$ cat config.mk
export PLATFORM = sky130hd
export DESIGN_NAME = spi_tgt_port
export DESIGN_NICKNAME = d
export VERILOG_FILES = /design/src/rtl/spi_tgt_pkg.sv /design/src/rtl/spi_tgt_sync.sv /design/src/rtl/spi_tgt_txbuf.sv /design/src/rtl/spi_tgt_engine.sv /design/src/rtl/spi_tgt_port.sv
export SDC_FILE = /design/constraint.sdc
export NUM_CORES = 1
export LEC_CHECK = 0
export ABC_AREA = 1
export ABC_CLOCK_PERIOD_IN_PS = 2200
export BUFFER_PORTS_ARGS = -buffer_cell sky130_fd_sc_hd__buf_2
export CORE_ASPECT_RATIO = 1.1
export CORE_MARGIN = 2
export CORE_UTILIZATION = 57
export DETAILED_ROUTE_END_ITERATION = 12
export GPL_ROUTABILITY_DRIVEN = 0
export GPL_TIMING_DRIVEN = 0
export HOLD_SLACK_MARGIN = 0.12
export PLACE_DENSITY_LB_ADDON = 0.15
export SETUP_SLACK_MARGIN = 0.3
export SLEW_MARGIN = 0
export SYNTH_ARGS = -nofsm -noshare
export SYNTH_HDL_FRONTEND = slang
export SYNTH_HIERARCHICAL = 1
export SYNTH_SLANG_ARGS = --single-unit
$ cat constraint.sdc
create_clock -name clk -period 2.2 [get_ports clk]
set_input_delay 0.44 -clock clk [delete_from_list [all_inputs] [get_ports clk]]
set_output_delay 0.44 -clock clk [all_outputs]
set_load 0.03 [all_outputs]
$ cat src/rtl/spi_tgt_pkg.sv
package spi_tgt_pkg;

  // Pin events after synchronisation, all in the system clock domain
  typedef struct packed {
    logic sel;        // select is active (pin low)
    logic sel_fall;   // select pin went low this cycle
    logic sclk_rise;  // serial clock rising edge seen
    logic sclk_fall;  // serial clock falling edge seen
    logic mosi;       // data line aligned with the clock events
  } pin_ev_t;

endpackage

$ cat src/rtl/spi_tgt_sync.sv
module spi_tgt_sync #(
  parameter int STAGES = 2
) (
  input  logic                 clk,
  input  logic                 rst,
  input  logic                 sclk_i,
  input  logic                 ssn_i,
  input  logic                 mosi_i,
  output spi_tgt_pkg::pin_ev_t ev
);

  logic sclk_s, ssn_s, mosi_s;
  logic sclk_d, ssn_d;

  generate
    if (STAGES < 2) begin : g_single
      always_ff @(posedge clk) begin
        if (rst) begin
          sclk_s <= 1'b0;
          ssn_s  <= 1'b1;
          mosi_s <= 1'b0;
        end else begin
          sclk_s <= sclk_i;
          ssn_s  <= ssn_i;
          mosi_s <= mosi_i;
        end
      end
    end else begin : g_chain
      logic [STAGES-1:0] sclk_ff, ssn_ff, mosi_ff;
      always_ff @(posedge clk) begin
        if (rst) begin
          sclk_ff <= '0;
          ssn_ff  <= '1;
          mosi_ff <= '0;
        end else begin
          sclk_ff <= {sclk_ff[STAGES-2:0], sclk_i};
          ssn_ff  <= {ssn_ff[STAGES-2:0], ssn_i};
          mosi_ff <= {mosi_ff[STAGES-2:0], mosi_i};
        end
      end
      assign sclk_s = sclk_ff[STAGES-1];
      assign ssn_s  = ssn_ff[STAGES-1];
      assign mosi_s = mosi_ff[STAGES-1];
    end
  endgenerate

  // One more register per control line for edge detection
  always_ff @(posedge clk) begin
    if (rst) begin
      sclk_d <= 1'b0;
      ssn_d  <= 1'b1;
    end else begin
      sclk_d <= sclk_s;
      ssn_d  <= ssn_s;
    end
  end

  always_comb begin
    ev.sel       = ~ssn_s;
    ev.sel_fall  = ~ssn_s & ssn_d;
    ev.sclk_rise = sclk_s & ~sclk_d;
    ev.sclk_fall = ~sclk_s & sclk_d;
    ev.mosi      = mosi_s;
  end

endmodule

$ cat src/rtl/spi_tgt_txbuf.sv
module spi_tgt_txbuf #(
  parameter int W = 8
) (
  input  logic         clk,
  input  logic         rst,
  input  logic         wr_en,
  input  logic [W-1:0] wr_data,
  input  logic         busy,
  input  logic         xfer_start,
  input  logic         xfer_end,
  output logic [W-1:0] hold_word,
  output logic         tx_empty
);

  logic [W-1:0] hold_q, park_q;
  logic         park_v_q;
  logic         empty_q;
  logic         in_xfer;

  // A write is parked if a word is on the wire or begins in this cycle
  assign in_xfer = (busy & ~xfer_end) | xfer_start;

  always_ff @(posedge clk) begin
    if (rst) begin
      hold_q   <= '0;
      park_q   <= '0;
      park_v_q <= 1'b0;
      empty_q  <= 1'b1;
    end else begin
      if (xfer_start) begin
        empty_q <= 1'b1;
      end
      if (wr_en && !in_xfer) begin
        hold_q   <= wr_data;
        park_v_q <= 1'b0;
        empty_q  <= 1'b0;
      end else if (wr_en) begin
        park_q   <= wr_data;
        park_v_q <= 1'b1;
      end
      if (xfer_end && park_v_q && !wr_en) begin
        hold_q   <= park_q;
        park_v_q <= 1'b0;
        empty_q  <= 1'b0;
      end
    end
  end

  assign hold_word = hold_q;
  assign tx_empty  = empty_q;

  // the word being sent stays fixed while a transfer runs
  a_r5_hold_frozen: assert property (@(posedge clk) disable iff (rst)
    (busy && !xfer_end) |=> $stable(hold_q));

  // starting a word always leaves the empty flag set
  a_r8_start_sets_empty: assert property (@(posedge clk) disable iff (rst)
    xfer_start |=> empty_q);

endmodule

$ cat src/rtl/spi_tgt_engine.sv
module spi_tgt_engine #(
  parameter int W = 8
) (
  input  logic                 clk,
  input  logic                 rst,
  input  spi_tgt_pkg::pin_ev_t ev,
  input  logic                 cpha,
  input  logic [W-1:0]         load_word,
  output logic                 busy,
  output logic                 xfer_start,
  output logic                 xfer_end,
  output logic                 tx_bit,
  output logic [W-1:0]         rx_word,
  output logic                 rx_full
);

  localparam int CW = (W > 2) ? $clog2(W) : 1;
  localparam logic [CW-1:0] LAST = CW'(W - 1);

  logic [W-1:0]  tx_sh_q, rx_sh_q, rx_word_q;
  logic [CW-1:0] cnt_q;
  logic          busy_q, rx_full_q;
  logic          drive_edge, sample_edge, abort, complete;

  // Phase 1 presents on rising and takes on falling; phase 0 the reverse
  assign drive_edge  = cpha ? ev.sclk_rise : ev.sclk_fall;
  assign sample_edge = cpha ? ev.sclk_fall : ev.sclk_rise;
  assign xfer_start  = ~busy_q & ev.sel & (cpha ? ev.sclk_rise : ev.sel_fall);
  assign abort       = busy_q & ~ev.sel;
  assign complete    = busy_q & ev.sel & sample_edge & (cnt_q == LAST);
  assign xfer_end    = abort | complete;

  always_ff @(posedge clk) begin
    if (rst) begin
      tx_sh_q   <= '0;
      rx_sh_q   <= '0;
      rx_word_q <= '0;
      cnt_q     <= '0;
      busy_q    <= 1'b0;
      rx_full_q <= 1'b0;
    end else begin
      rx_full_q <= 1'b0;
      if (xfer_start) begin
        tx_sh_q <= load_word;
        cnt_q   <= '0;
        busy_q  <= 1'b1;
      end else if (abort) begin
        busy_q <= 1'b0;
      end else if (busy_q) begin
        if (drive_edge) begin
          tx_sh_q <= {tx_sh_q[W-2:0], 1'b0};
        end
        if (sample_edge) begin
          rx_sh_q <= {rx_sh_q[W-2:0], ev.mosi};
          cnt_q   <= cnt_q + 1'b1;
          if (complete) begin
            rx_word_q <= {rx_sh_q[W-2:0], ev.mosi};
            rx_full_q <= 1'b1;
            busy_q    <= 1'b0;
          end
        end
      end
    end
  end

  assign busy    = busy_q;
  assign tx_bit  = tx_sh_q[W-1];
  assign rx_word = rx_word_q;
  assign rx_full = rx_full_q;

  // the arrival strobe never lasts two cycles
  a_r6_single_pulse: assert property (@(posedge clk) disable iff (rst)
    rx_full_q |=> !rx_full_q);

  // a cut-short word neither strobes nor changes the received word
  a_r7_abort_quiet: assert property (@(posedge clk) disable iff (rst)
    abort |=> (!rx_full_q && $stable(rx_word_q)));

  // a bit count at the last position only exists while a word runs
  a_r1_count_in_word: assert property (@(posedge clk) disable iff (rst)
    (busy_q && sample_edge && ev.sel && cnt_q == LAST) |=> !busy_q);

endmodule

$ cat src/rtl/spi_tgt_port.sv
module spi_tgt_port #(
  parameter int W           = 8,
  parameter int SYNC_STAGES = 2
) (
  input  logic         clk,
  input  logic         rst,
  input  logic         cfg_cpha,
  input  logic         cfg_odrain,
  input  logic         sclk_i,
  input  logic         ssn_i,
  input  logic         mosi_i,
  output logic         miso_o,
  output logic         miso_oe,
  input  logic         wr_en,
  input  logic [W-1:0] wr_data,
  output logic [W-1:0] rx_data,
  output logic         rx_full,
  output logic         tx_empty
);

  spi_tgt_pkg::pin_ev_t ev;
  logic [W-1:0] hold_word;
  logic         busy, xfer_start, xfer_end, tx_bit;
  logic         sel_now;
  logic         miso_q, miso_oe_q;

  spi_tgt_sync #(.STAGES(SYNC_STAGES)) u_sync (
    .clk    (clk),
    .rst    (rst),
    .sclk_i (sclk_i),
    .ssn_i  (ssn_i),
    .mosi_i (mosi_i),
    .ev     (ev)
  );

  spi_tgt_txbuf #(.W(W)) u_txbuf (
    .clk        (clk),
    .rst        (rst),
    .wr_en      (wr_en),
    .wr_data    (wr_data),
    .busy       (busy),
    .xfer_start (xfer_start),
    .xfer_end   (xfer_end),
    .hold_word  (hold_word),
    .tx_empty   (tx_empty)
  );

  spi_tgt_engine #(.W(W)) u_engine (
    .clk        (clk),
    .rst        (rst),
    .ev         (ev),
    .cpha       (cfg_cpha),
    .load_word  (hold_word),
    .busy       (busy),
    .xfer_start (xfer_start),
    .xfer_end   (xfer_end),
    .tx_bit     (tx_bit),
    .rx_word    (rx_data),
    .rx_full    (rx_full)
  );

  assign sel_now = ev.sel;

  // Registered pad drive: push-pull, pull-low only, or released
  always_ff @(posedge clk) begin
    if (rst) begin
      miso_q    <= 1'b0;
      miso_oe_q <= 1'b0;
    end else begin
      miso_oe_q <= sel_now & (cfg_odrain ? ~tx_bit : 1'b1);
      miso_q    <= sel_now & ~cfg_odrain & tx_bit;
    end
  end

  assign miso_o  = miso_q;
  assign miso_oe = miso_oe_q;

  // in pull-low mode a high level is never driven
  a_r9_od_never_high: assert property (@(posedge clk) disable iff (rst)
    miso_q |-> !$past(cfg_odrain));

  // the line is only enabled while the target was selected
  a_r10_release_idle: assert property (@(posedge clk) disable iff (rst)
    miso_oe_q |-> $past(sel_now));

endmodule

# After elaboration in Yosys (flattened, before gate mapping)
# Cells that the tools add are included.
# W data, S select, Z words.
[op_classes]
n_addsub = 1
reduce_logical = 17
mux = 19
n_eq_ne = 2
bitwise_logic = 26
[ops]
columns = ["cell", "n"]
rows = [
  ["$mux W8", 6],
  ["$and A1 B1 Y1", 13],
  ["$mux W1", 13],
  ["$not A1 Y1", 11],
  ["$reduce_and A3 Y1", 2],
  ["$reduce_bool A2 Y1", 3],
  ["$reduce_and A5 Y1", 1],
  ["$reduce_or A5 Y1", 1],
  ["$reduce_and A4 Y1", 1],
  ["$add A3 B1 Y3 const B", 1],
  ["$eq A3 B3 Y1 const B", 1],
  ["$logic_and A1 B1 Y1", 3],
  ["$reduce_bool A3 Y1", 1],
  ["$reduce_or A3 Y1", 1],
  ["$logic_not A1 Y1", 2],
  ["$ne A2 B2 Y1 const B", 1],
  ["$or A1 B1 Y1", 2],
  ["$reduce_and A2 Y1", 1],
  ["$reduce_or A2 Y1", 1],
]
[totals]
regBits = 56
out_inout_bits = 12
elab_cells = 82
inputBits = 16

# Depth between registers and ports, before layout
# Gate-level depths: netlist of run 1.
[logic_depth]
ltp_word = 13
mapped_depth = 15
depth_no_buf = 13

# Modules after synthesis
# Netlist of run 1, hierarchy kept.
[by_module_without_submodules]
columns = ["mod", "seq_area_each_um2", "area_each_um2", "cells_each", "n_inst"]
rows = [
  ["spi_tgt_engine", 560.5, 1229.9, 162, 1],
  ["spi_tgt_txbuf", 360.3, 874.6, 128, 1],
  ["spi_tgt_sync", 160.2, 250.2, 31, 1],
  ["spi_tgt_port", 40.0, 70.1, 10, 1],
]

# Least setup slack after synthesis of run 1
# No wires, ideal clock.
[synth_timing]
kind = "flip-flop to flip-flop"
start = "register u_engine.cnt_q[0]"
end = "register u_txbuf.hold_q[2] (netlist: u_txbuf/hold_word[2])"
arrival_ns = 1.674
setup_ns = 0.113
slack_ns = 0.414
required_time_ns = 2.087
stages_incl_launch_ff = 13
synth_period_minus_slack_ns = 1.786
path_buffers = 3
path_cell_list = "dfxtp_1 > ha_1 > ha_1 > nand3_4 > buf_6 > nand2_1 > buf_6 > nand3_4 > buf_8 > nand2_2 > nand2_1 > nor2_1 > nor2_1"
[synth_via]
elab_chain_cells = 9
elab_cells_between_ends = 12
classes_between = "eq/ne: 1; mux: 1; bitwise: 5; reduce/logical: 5"
[synth_lines]
columns = ["item", "line_no", "source"]
rows = [
  ["start: declaration", "spi_tgt_engine.sv:21", "logic [CW-1:0] cnt_q;"],
  ["start signal: assignment", "spi_tgt_engine.sv:55", "cnt_q <= cnt_q + 1'b1;"],
  ["$eq A3 B3 Y1 *", "spi_tgt_engine.sv:30", "assign complete = busy_q & ev.sel & sample_edge & (cnt_q == LAST);"],
  ["$and A1 B1 Y1 *", "spi_tgt_engine.sv:30", ""],
  ["$or A1 B1 Y1 *", "spi_tgt_engine.sv:31", "assign xfer_end = abort | complete;"],
  ["named net xfer_end", "spi_tgt_port.sv:23", "logic busy, xfer_start, xfer_end, tx_bit;"],
  ["$not A1 Y1", "spi_tgt_txbuf.sv:21", "assign in_xfer = (busy & ~xfer_end) | xfer_start;"],
  ["$and A1 B1 Y1", "spi_tgt_txbuf.sv:21", ""],
  ["$or A1 B1 Y1", "spi_tgt_txbuf.sv:21", ""],
  ["$logic_not A1 Y1", "spi_tgt_txbuf.sv:33", "if (wr_en && !in_xfer) begin"],
  ["$logic_and A1 B1 Y1", "spi_tgt_txbuf.sv:33", ""],
  ["$reduce_bool A2 Y1 (no line)", "n/a", ""],
  ["end signal: assignment", "spi_tgt_txbuf.sv:34", "hold_q <= wr_data;"],
  ["end signal: assignment", "spi_tgt_txbuf.sv:42", "hold_q <= park_q;"],
  ["end: declaration", "spi_tgt_txbuf.sv:15", "logic [W-1:0] hold_q, park_q;"],
]
# Mark *: on every way through the listed nets, which the timed path passes. The rest lies on a longest branch.
# A chain may end at the register's enable or synchronous reset.

# Final worst setup path of run 1
# Same ends and word-level chain as after synthesis.

==> run_results.csv, run 1 <==
group,metric,value,unit
global_routing,grt_use_total,22.0,%
synth,synth.avg_cell_area,7.33,um^2
routing,drt-initial-drc-count,66,
layout,n_antenna_cell,0,
layout,drive_gt1_share,25.5,%
worst_hold_path,hold_class,"in -> reg",
layout,multi_input_area,1130,um^2
layout,final_nets,390,
global_routing,grt_first_pass_wirelength,8.16,mm
critical_path,worst_setup_path_start_kind,"register",
sta,finalSetupViolCount,0,
floorplan,pin_count,28,
job,timing.max_cap.violations,0,
critical_path,critPathCaptureType,"register",
cts,tritoncts.num_buffers,5,
synth,number_of_standard_cells_after_synthesis,331,
critical_path,r2r_setup_slk,0.35,ns
synth,number_of_distinct_standard_cells_referenced_by_the_synthesized_netlist,25,
sta,tns,0,ns
worst_hold_path,timing.hold.worst.start,"ssn_i",
routing,detailroute.via_count,2138,
layout,instances_no_fill,425,
routing,route.final.wire_length,4.93,mm
place,placedCellCount,410,
routing,routed_wire_length_per_instance,11.6,um
layout,area.growth.synth_to_final,18.6,%
critical_path,critPathArrivalTime,2.06,ns
pwr,power,1760,uW
sta,rsz0062_at_grt,"no",
critical_path,max_stage_delay,0.36,ns
synth,netlist_top_cells_area,"sky130_fd_sc_hd__dfxtp_1 46%, sky130_fd_sc_hd__nand2_1 11%, sky130_fd_sc_hd__nor2_1 8.8%",
layout,fill_cells,349,
sta,worst_clock_skew,0.0121,ns
cts,tritoncts_clock_tree,"built",
floorplan,dieArea,4790,um^2
critical_path,path_common_cell,"sky130_fd_sc_hd__nand2_1",
worst_hold_path,holdPathStages,3,
critical_path,cp.required,2.41,ns
cts,clock_tree.htree_level_count,2,
routing,via_per_inst,5.03,
critical_path,r2r_start,"u_engine/cnt_q[0]",
sta,finalWorstPathRequiredPeriod,1.85,ns
sta,timing_max_transition_violations_final,0,
cts,cts.path.max_buffers,2,
floorplan,die_w,66.2,um
floorplan,placeableCoreArea,4020,um^2
floorplan,start_util,60.3,%
synth,synth_area_leader_cell,"sky130_fd_sc_hd__dfxtp_1",
critical_path,critPathMaxFanout,6,
floorplan,die_h,72.4,um
routing,dr.pass1.iters,4,
synth,postSynthNetCount,349,
layout,register_area,1130,um^2
synth,yosys_register_bits,56,
pwr,p_leak,0.00133,uW
cts,clockRootBuffer,"sky130_fd_sc_hd__clkbuf_8",
cts,clkSinkCount,56,
critical_path,rr_endpoint,"u_txbuf/hold_word[2]",
cts,holdBufCountCts,0,
critical_path,timing.critical_path.cells,"ha_1, ha_4, nand3_4, buf_8, nand2_2, buf_6, nand2_1, nand2_1, nand2_4, nor2_2, nor2_1",
global_routing,grt_pass1_vias,1945,
routing,drc,0,
sta,timing.final.crit_share,84.1,%
sta,worstMarginPinSlew,0.495,ns
global_routing,grt_start_max_net_pins,17,
place,place.detailed.hpwl,3.38,mm
worst_hold_path,worst_hold_path.endpoint,"u_sync/g_chain.ssn_ff[0]",
global_routing,global_route_overflow,0,
cts,clkLatencyLatePin,0.31,ns
floorplan,core.rowCount,24,
outcome,outcome,"completed",
cts,clk_pin_slew_worst_paths,0.10,ns
synth,syn_area,2420,um^2
critical_path,timing.setup.critical_path_class,"reg -> reg",
synth,synth-warning-count,6,
synth,synth_sequential_area_ratio,46.2,%
pwr,vdd.ir_drop.worst,0.319,mV
sta,finalHoldViolations,0,
critical_path,r2r_cells,11,
routing,ant_nets,0,
sta,clock.fmax,540,MHz
sta,worst_slew_margin_rel,67.0,%
place,port_buffers,27,
synth,yosysTopAreaCellShare,46.2,%
critical_path,cpMaxStageDelayCell,"sky130_fd_sc_hd__dfxtp_2",
global_routing,antenna_found_initial,0,
pwr,power.density_cell_area,612,nW/um^2
## registers in the layout, indices dropped and copies added, names as in the netlist
signal	flops
miso_o	1
miso_oe	1
u_engine/busy	1
u_engine/cnt_q	3
u_engine/rx_full	1
u_engine/rx_sh_q	7
u_engine/rx_word	8
u_engine/tx_sh_q	8
u_sync/g_chain.mosi_ff	2
u_sync/g_chain.sclk_ff	2
u_sync/g_chain.ssn_ff	2
u_sync/sclk_d	1
u_sync/ssn_d	1
u_txbuf/hold_word	8
u_txbuf/park_q	8
u_txbuf/park_v_q	1
u_txbuf/tx_empty	1
## what timing repair did
item | 4_1_cts | 5_1_grt
buffers inserted | 0 | 5
endpoints found under the hold margin | 0 | 0
setup endpoints to repair | 17 | 17
gates cloned | 0 | 2
pin swaps | 0 | 6
resized for setup | 3 | 32
## cell usage after synthesis, drive strengths merged
master  number
xor2         1
ha           2
dfxtp       56
buf         12
o21ai       17
clkbuf       2
inv         40
nand3       41
nor2        59
a21oi       17
nand4        8
nand2       76
## area by class of cell
cell class | instances | share of cell area [%]
clock inverter | 2 | 0.348
sequential | 56 | 39.1
clock buffer | 6 | 2.87
tap | 52 | 2.26
inverter | 40 | 5.44
multi-input combinational | 222 | 39.2
timing repair buffer | 33 | 6.18
buffer | 14 | 4.57
## layout by cell type (no fill, tap or decap), types with 2 or more instances in the layout
cell                       count
sky130_fd_sc_hd__buf_4         8
sky130_fd_sc_hd__nand3_2       2
sky130_fd_sc_hd__clkinv_2      2
sky130_fd_sc_hd__nor2_1       47
sky130_fd_sc_hd__clkbuf_8      6
sky130_fd_sc_hd__a21oi_1      17
sky130_fd_sc_hd__nand2_1      64
sky130_fd_sc_hd__nor2_4        4
sky130_fd_sc_hd__buf_2        30
sky130_fd_sc_hd__nand3_4       2
sky130_fd_sc_hd__nand4_1       8
sky130_fd_sc_hd__nand2_2      10
sky130_fd_sc_hd__o21ai_0      13
sky130_fd_sc_hd__dfxtp_2       4
sky130_fd_sc_hd__nand2_4       2
sky130_fd_sc_hd__dfxtp_1      52
sky130_fd_sc_hd__inv_2         4
sky130_fd_sc_hd__nand3_1      37
sky130_fd_sc_hd__nor2_2        8
sky130_fd_sc_hd__buf_8         3
sky130_fd_sc_hd__inv_1        34
sky130_fd_sc_hd__buf_6         4
sky130_fd_sc_hd__o21ai_1       3
## how the worst max path moves through the flow
stage	start	endpoint	cells past startpoint
3_3_place_gp	u_engine/cnt_q[0]	u_txbuf/hold_word[3]	12
2_1_floorplan	u_engine/cnt_q[0]	u_txbuf/hold_word[2]	12
5_1_grt	u_sync/g_chain.sclk_ff[1]	u_txbuf/hold_word[2]	15
6_report	u_engine/cnt_q[0]	u_txbuf/hold_word[2]	11
4_1_cts	u_sync/g_chain.ssn_ff[1]	u_txbuf/hold_word[3]	14
3_5_place_dp	u_engine/cnt_q[0]	u_txbuf/hold_word[4]	13
## per-stage QoR
step | hold slack, ns | instance area [um^2] | setup slack (ns) | util, %
3_5_place_dp | 0.401 | 2630 | 0.185 | 65.2
2_1_floorplan | 0.386 | 2420 | 0.414 | -
3_3_place_gp | 0.395 | 2630 | 0.188 | 65.2
4_1_cts | 0.298 | 2730 | 0.304 | 67.9
5_1_grt | 0.317 | 2880 | 0.264 | 71.5
6_report | 0.307 | 2880 | 0.350 | 71.5
## power by group
group	internal, uW	switching, uW
Combinational	49.5	88.9
Clock	252	325
Sequential	1040	10.7
## layer usage
metal / up-vias / global-route usage [%] / wire [um]
met3: 11 / 5.27 / 131
li1: 1128 / - / -
met5: - / 0 / 0
met2: 33 / 40.6 / 2620
met4: 0 / 9.98 / 136
met1: 966 / 23.3 / 2040
## worst max-delay path: cells and delay by family, from the launching register on
kind	cells	cell delay, ns
flip-flops	1	0.36
AND/OR/NAND/NOR	7	0.78
adder cells (fa/ha/maj)	2	0.38
buffers and inverters	2	0.25
## cells by family after synthesis
| kind of cell | share of synthesized area, % |
|---|---|
| simple gates | 34.1 |
| flops | 46.2 |
| buf+inv | 11.2 |
| compound gates | 7.02 |
| fa+ha+maj | 1.03 |
| xor+xnor | 0.361 |
Power figures use the tool's default switching activity.
==> run 2, diff against run 1 <==
--- a/config.mk
+++ b/config.mk
@@ -6,7 +6,7 @@
 export NUM_CORES = 1
 export LEC_CHECK = 0
 export ABC_AREA = 1
-export ABC_CLOCK_PERIOD_IN_PS = 2200
+export ABC_CLOCK_PERIOD_IN_PS = 1800
 export BUFFER_PORTS_ARGS = -buffer_cell sky130_fd_sc_hd__buf_2
 export CORE_ASPECT_RATIO = 1.1
 export CORE_MARGIN = 2
==> constraint.sdc (replaced) <==
create_clock -name clk -period 1.8 [get_ports clk]
set_input_delay 0.36 -clock clk [delete_from_list [all_inputs] [get_ports clk]]
set_output_delay 0.36 -clock clk [all_outputs]
set_load 0.03 [all_outputs]
==> run 2 against run 1 <==
  * Utilization is 4.4 points higher
  * Clock-buffer cell count is 1 higher
  * Register-to-register slack worse by 0.26 ns
  * Highest routed layer unchanged
  * Total power is 34% higher
==> run_results.csv, run 2 (synthesized netlist as in run 1, its figures left out) <==
group,metric,value,unit
place,placedCellCount,410,
cts,clock_tree.htree_level_count,2,
worst_hold_path,hold_class,"in -> reg",
sta,rsz0062_at_grt,"yes",
pwr,vdd.ir_drop.worst,0.443,mV
routing,detailroute.via_count,2229,
global_routing,grt_start_max_net_pins,17,
outcome,outcome,"completed",
sta,worst_clock_skew,0.00617,ns
floorplan,dieArea,4790,um^2
layout,area.growth.synth_to_final,25.9,%
pwr,switching_share,22.9,%
cts,holdBufCountCts,0,
sta,finalHoldViolations,0,
floorplan,die_h,72.4,um
routing,ant_nets,0,
floorplan,die_w,66.2,um
cts,tritoncts_clock_tree,"built",
critical_path,critPathArrivalTime,1.92,ns
pwr,p_int,1830,uW
layout,most_frequent_cells_in_the_layout,"59 x sky130_fd_sc_hd__nand2_1, 51 x sky130_fd_sc_hd__dfxtp_1, 46 x sky130_fd_sc_hd__nor2_1, 36 x sky130_fd_sc_hd__nand3_1, 31 x sky130_fd_sc_hd__inv_1",
floorplan,start_util,60.3,%
critical_path,critPathCaptureType,"register",
cts,clk_pin_slew_worst_paths,0.10,ns
routing,via_per_inst,5.20,
global_routing,grt_first_pass_wirelength,8.53,mm
pwr,pwr-share-comb,8.1,%
job,timing.max_cap.violations,0,
critical_path,cp.required,2.01,ns
pwr,pwr-share-seq,54.1,%
global_routing,grt_use_total,23.0,%
routing,route.final.wire_length,5.56,mm
pwr,share_of_power_burned_in_the_clock_network,37.8,%
critical_path,worst_setup_path_start_kind,"register",
sta,timing_max_transition_violations_final,0,
place,place.detailed.hpwl,3.40,mm
sta,finalSetupViolCount,0,
critical_path,r2r_cells,15,
sta,timing.final.crit_share,95.2,%
cts,cts.path.max_buffers,2,
layout,fill_cells,317,
floorplan,placeableCoreArea,4020,um^2
pwr,switching_power,541,uW
critical_path,timing.setup.critical_path_class,"reg -> reg",
floorplan,core.rowCount,24,
cts,clkSinkCount,56,
place,placedInstanceArea,2660,um^2
pwr,p_leak,0.00139,uW
layout,design_area,3050,um^2
cts,clkLatencyLatePin,0.31,ns
routing,routed_wire_length_per_instance,13.0,um
floorplan,pin_count,28,
sta,worstMarginPinSlew,0.493,ns
cts,tritoncts.num_buffers,5,
sta,finalWorstPathRequiredPeriod,1.71,ns
layout,final_nets,394,
layout,n_antenna_cell,0,
global_routing,grt_pass1_vias,2014,
layout,drive_gt1_share,29.7,%
routing,drc,0,
sta,worst_slew_margin_rel,67.1,%
layout,instances_no_fill,429,
pwr,power.density_cell_area,776,nW/um^2
sta,clock.fmax,584,MHz
global_routing,global_route_overflow,0,
routing,drt-initial-drc-count,74,
routing,dr.pass1.iters,4,
cts,clockRootBuffer,"sky130_fd_sc_hd__clkbuf_8",
global_routing,antenna_found_initial,0,
critical_path,critPathMaxFanout,6,
place,port_buffers,27,
worst_hold_path,holdPathStages,3,
sta,tns,0,ns
layout,final_common_cell,"sky130_fd_sc_hd__nand2_1",
pwr,power,2370,uW
run 2: changes by cell type in the layout (fill, tap and decap cells not counted), sizes merged:
cell	before	now
buf	45	48
clkbuf	8	10
clkinv	2	0
bufinv	0	1
clkinvlp	1	0
inv	39	40
run 2: layer usage:
layer	part of all wire [%]	wire length [um]	vias to the layer above	track usage, %
li1	-	-	1132	-
met1	38	2110	1046	24.2
met2	57	3190	46	44.2
met3	3.5	194	5	4.34
met4	1.3	70	0	8.84
met5	0	0	-	0
run 2: path summary, 6_finish.rpt:
check                                               start                   endpoint  slack [ns]
worst min-delay path                               sclk_i  u_sync/g_chain.sclk_ff[0]        0.24
worst max-delay path                        u_sync/sclk_d       u_txbuf/hold_word[7]        0.09
worst max register to register              u_sync/sclk_d       u_txbuf/hold_word[7]        0.09
worst min register to register  u_sync/g_chain.sclk_ff[0]  u_sync/g_chain.sclk_ff[1]        0.40
run 2: power groups by stage:
stage	clock (uW)	sequential, uW	combinational, uW
6_report	895	1280	192
5_1_grt	947	1280	211
4_1_cts	906	1280	168
3_5_place_dp	0	1310	152
3_3_place_gp	0	1310	149
2_1_floorplan	0	1310	99.5
run 2: per-stage QoR:
stage | setup slack (ns) | utilization (%) | hold slack (ns)
2_1_floorplan | 0.234 | - | 0.386
3_3_place_gp | 0.0388 | 66.2 | 0.394
3_5_place_dp | 0.0294 | 66.2 | 0.398
4_1_cts | 0.118 | 73.0 | 0.227
5_1_grt | 0.0101 | 75.8 | 0.249
6_report | 0.0872 | 75.8 | 0.242
run 2: what timing repair did:
action / 4_1_cts / 5_1_grt
cloned: 3 / 0
buffers inserted: 6 / 2
endpoints found under the hold margin: 0 / 0
endpoints found under the setup margin: 18 / 18
gates resized for setup: 20 / 29
pin swaps: 4 / 10
run 2: critical path, stage by stage (launching register included):
cell and delay (ns):
sky130_fd_sc_hd__dfxtp_2 0.37, sky130_fd_sc_hd__inv_2 0.05, sky130_fd_sc_hd__nor2_4 0.10, sky130_fd_sc_hd__nand2_1 0.07, sky130_fd_sc_hd__nand2_2 0.10, sky130_fd_sc_hd__nand3_4 0.09
sky130_fd_sc_hd__buf_8 0.13, sky130_fd_sc_hd__nand2_4 0.05, sky130_fd_sc_hd__inv_1 0.05, sky130_fd_sc_hd__nand2_2 0.08, sky130_fd_sc_hd__nand2_2 0.07, sky130_fd_sc_hd__nand2_4 0.09
sky130_fd_sc_hd__buf_12 0.14, sky130_fd_sc_hd__nand2_8 0.07, sky130_fd_sc_hd__nor2_2 0.10, sky130_fd_sc_hd__nor2_1 0.05
run 2: layout make-up:
cell class	count	area [um^2]	share of cell area [%]
buffer	14	136	4.47
clock buffer	7	96.3	3.16
clock inverter	1	30.0	0.984
inverter	40	153	5.00
multi-input combinational	222	1210	39.7
sequential	56	1130	36.9
tap	52	65.1	2.13
timing repair buffer	37	231	7.59
==> run 3, diff against run 2 <==
--- a/config.mk
+++ b/config.mk
@@ -15,7 +15,7 @@
 export GPL_ROUTABILITY_DRIVEN = 0
 export GPL_TIMING_DRIVEN = 0
 export HOLD_SLACK_MARGIN = 0.12
-export PLACE_DENSITY_LB_ADDON = 0.15
+export PLACE_DENSITY = 0.83
 export SETUP_SLACK_MARGIN = 0.3
 export SLEW_MARGIN = 0
 export SYNTH_ARGS = -nofsm -noshare
==> constraint.sdc (replaced) <==
create_clock -name clk -period 1.8 [get_ports clk]
set_input_delay 0.27 -clock clk [delete_from_list [all_inputs] [get_ports clk]]
set_output_delay 0.27 -clock clk [all_outputs]
set_load 0.03 [all_outputs]
==> run 3 against run 2 <==
  * Hold slack worse by 0.098 ns
  * Clock-buffer cell count is 1 lower
  * Routed wire length is 8.8% lower
  * Combinational power is 5% lower
  * Worst setup slack worse by 0.015 ns
  * Register-to-register slack hardly changed
  * Die area stayed put
  * Utilization is 1.3 points lower
  * Via count is 1.7% lower
  * Global-route usage is 1.8 points lower
  * Sequential power hardly changed
  * Maximum frequency is 0.85% lower
  * Highest routed layer unchanged
==> run_results.csv, run 3 (synthesized netlist as in run 1, its figures left out) <==
group,metric,value,unit
critical_path,critical_path.endpoint,"u_txbuf/hold_word[1]",
floorplan,pin_count,28,
layout,instances_no_fill,431,
routing,route.final.wire_length,5.07,mm
critical_path,r2r_setup_slk,0.07,ns
global_routing,grt_first_pass_wirelength,8.02,mm
global_routing,grt_use_total,21.2,%
global_routing,grt_pass1_vias,1973,
sta,timing_max_transition_violations_final,0,
floorplan,dieArea,4790,um^2
floorplan,die_w,66.2,um
routing,routed_wire_length_per_instance,11.8,um
worst_hold_path,hold_class,"in -> reg",
place,placement.setup.worst_slack,0.0697,ns
routing,drt-initial-drc-count,101,
pwr,p_leak,0.00138,uW
sta,worstMarginPinSlew,0.511,ns
critical_path,cp.required,2.01,ns
layout,drive_gt1_share,28.8,%
job,timing.max_cap.violations,0,
layout,final_common_cell,"sky130_fd_sc_hd__nand2_1",
layout,design_area,3000,um^2
routing,dr.pass1.iters,4,
critical_path,timing.setup.critical_path_class,"reg -> reg",
sta,clock.fmax,579,MHz
layout,most_frequent_cells_in_the_layout,"56 x sky130_fd_sc_hd__nand2_1, 51 x sky130_fd_sc_hd__nor2_1, 51 x sky130_fd_sc_hd__dfxtp_1, 35 x sky130_fd_sc_hd__nand3_1, 32 x sky130_fd_sc_hd__inv_1",
cts,cts.path.max_buffers,2,
floorplan,start_util,60.3,%
pwr,vdd.ir_drop.worst,0.635,mV
sta,worst_clock_skew,0.00781,ns
sta,finalWorstPathRequiredPeriod,1.73,ns
place,place.detailed.hpwl,3.25,mm
sta,worst_slew_margin_rel,66.0,%
critical_path,rr_endpoint,"u_txbuf/hold_word[1]",
floorplan,die_h,72.4,um
critical_path,r2r_cells,15,
pwr,power.density_cell_area,698,nW/um^2
cts,tritoncts.num_buffers,5,
place,placedCellCount,410,
sta,timing.final.crit_share,96.0,%
sta,finalSetupViolCount,0,
sta,finalHoldViolations,0,
cts,holdBufCountCts,0,
floorplan,core.rowCount,24,
critical_path,critPathCaptureType,"register",
cts,clockRootBuffer,"sky130_fd_sc_hd__clkbuf_8",
critical_path,worstSetupStartpoint,"u_sync/sclk_d",
outcome,outcome,"completed",
place,port_buffers,27,
cts,tritoncts_clock_tree,"built",
critical_path,r2r_start,"u_sync/sclk_d",
place,placedInstanceArea,2660,um^2
cts,clkLatencyLatePin,0.30,ns
routing,ant_nets,0,
global_routing,grt_start_max_net_pins,16,
sta,worst_slack,0.0725,ns
cts,clkSinkCount,56,
floorplan,placeableCoreArea,4020,um^2
critical_path,worst_setup_path_start_kind,"register",
sta,rsz0062_at_grt,"yes",
routing,detailroute.via_count,2190,
pwr,power,2090,uW
global_routing,antenna_found_initial,0,
layout,area.growth.synth_to_final,23.7,%
critical_path,critPathArrivalTime,1.94,ns
critical_path,critPathMaxFanout,6,
global_routing,global_route_overflow,0,
routing,via_per_inst,5.08,
layout,fill_cells,305,
layout,final_nets,397,
layout,n_antenna_cell,0,
cts,clock_tree.htree_level_count,2,
routing,drc,0,
cts,clk_pin_slew_worst_paths,0.09,ns
==> run 3: worst min path at each step <==
stage / slack (ns) / start / endpoint / depth (start not counted)
finish: 0.14 / ssn_i / u_sync/g_chain.ssn_ff[0] / 3
global route: 0.14 / ssn_i / u_sync/g_chain.ssn_ff[0] / 3
CTS: 0.14 / ssn_i / u_sync/g_chain.ssn_ff[0] / 3
detailed placement: 0.40 / u_sync/g_chain.sclk_ff[0] / u_sync/g_chain.sclk_ff[1] / 2
global placement: 0.39 / u_sync/g_chain.sclk_ff[0] / u_sync/g_chain.sclk_ff[1] / 2
floorplan: 0.34 / rst / u_sync/g_chain.mosi_ff[0] / 1
==> run 3: area by class of cell <==
cell class                      count  area (um^2)  area share (%)
Tap cell                           52         65.1            2.17
Multi-Input combinational cell    222         1180            39.5
Buffer                             14          135            4.50
Clock buffer                        6         72.6            2.42
Clock inverter                      1         5.00           0.167
Sequential cell                    56         1130            37.6
Inverter                           40          153            5.09
Timing Repair Buffer               40          258            8.59
==> run 3: per-stage QoR <==
step	util, %	setup TNS [ns]	hold slack (ns)
after floorplan	-	0	0.341
after global placement	66.2	0	0.389
after detailed placement	66.2	0	0.404
after CTS	71.5	0	0.137
after global routing	74.6	-0.368	0.141
final	74.6	0	0.144
==> run 3: worst max-delay path, stage by stage, from the launching register on <==
cell and delay (ns):
sky130_fd_sc_hd__dfxtp_2 0.37, sky130_fd_sc_hd__inv_2 0.04, sky130_fd_sc_hd__nor2_2 0.11, sky130_fd_sc_hd__nand2_1 0.08, sky130_fd_sc_hd__nand2_2 0.10, sky130_fd_sc_hd__nand3_4 0.09, sky130_fd_sc_hd__buf_8 0.13, sky130_fd_sc_hd__nand2_4 0.06
sky130_fd_sc_hd__inv_1 0.05, sky130_fd_sc_hd__nand2_2 0.08, sky130_fd_sc_hd__nand2_2 0.07, sky130_fd_sc_hd__nand2_4 0.08, sky130_fd_sc_hd__buf_8 0.15, sky130_fd_sc_hd__nand2_8 0.08, sky130_fd_sc_hd__nor2_2 0.11, sky130_fd_sc_hd__nor2_1 0.05
==> run 3: power breakdown <==
part | switching, uW | total, uW | internal [uW] | leakage, uW
clock network | 366 | 632 | 265 | 0.0000410
logic | 115 | 183 | 67.9 | 0.000881
registers | 13.7 | 1280 | 1270 | 0.000458
total | 495 | 2090 | 1600 | 0.00138
==> run 3: routing by layer <==
layer / track usage (%) / wire [um]
met1: 21.4 / 1970
met2: 41.1 / 2830
met4: 7.48 / 88
met5: 0 / 0
met3: 5.12 / 180
==> run 3: timing repair <==
action                                  CTS  global route
pin swaps                                13             8
buffers inserted                          8             3
resized for setup                        16            26
cloned                                    2             1
endpoints found under the setup margin   18            18
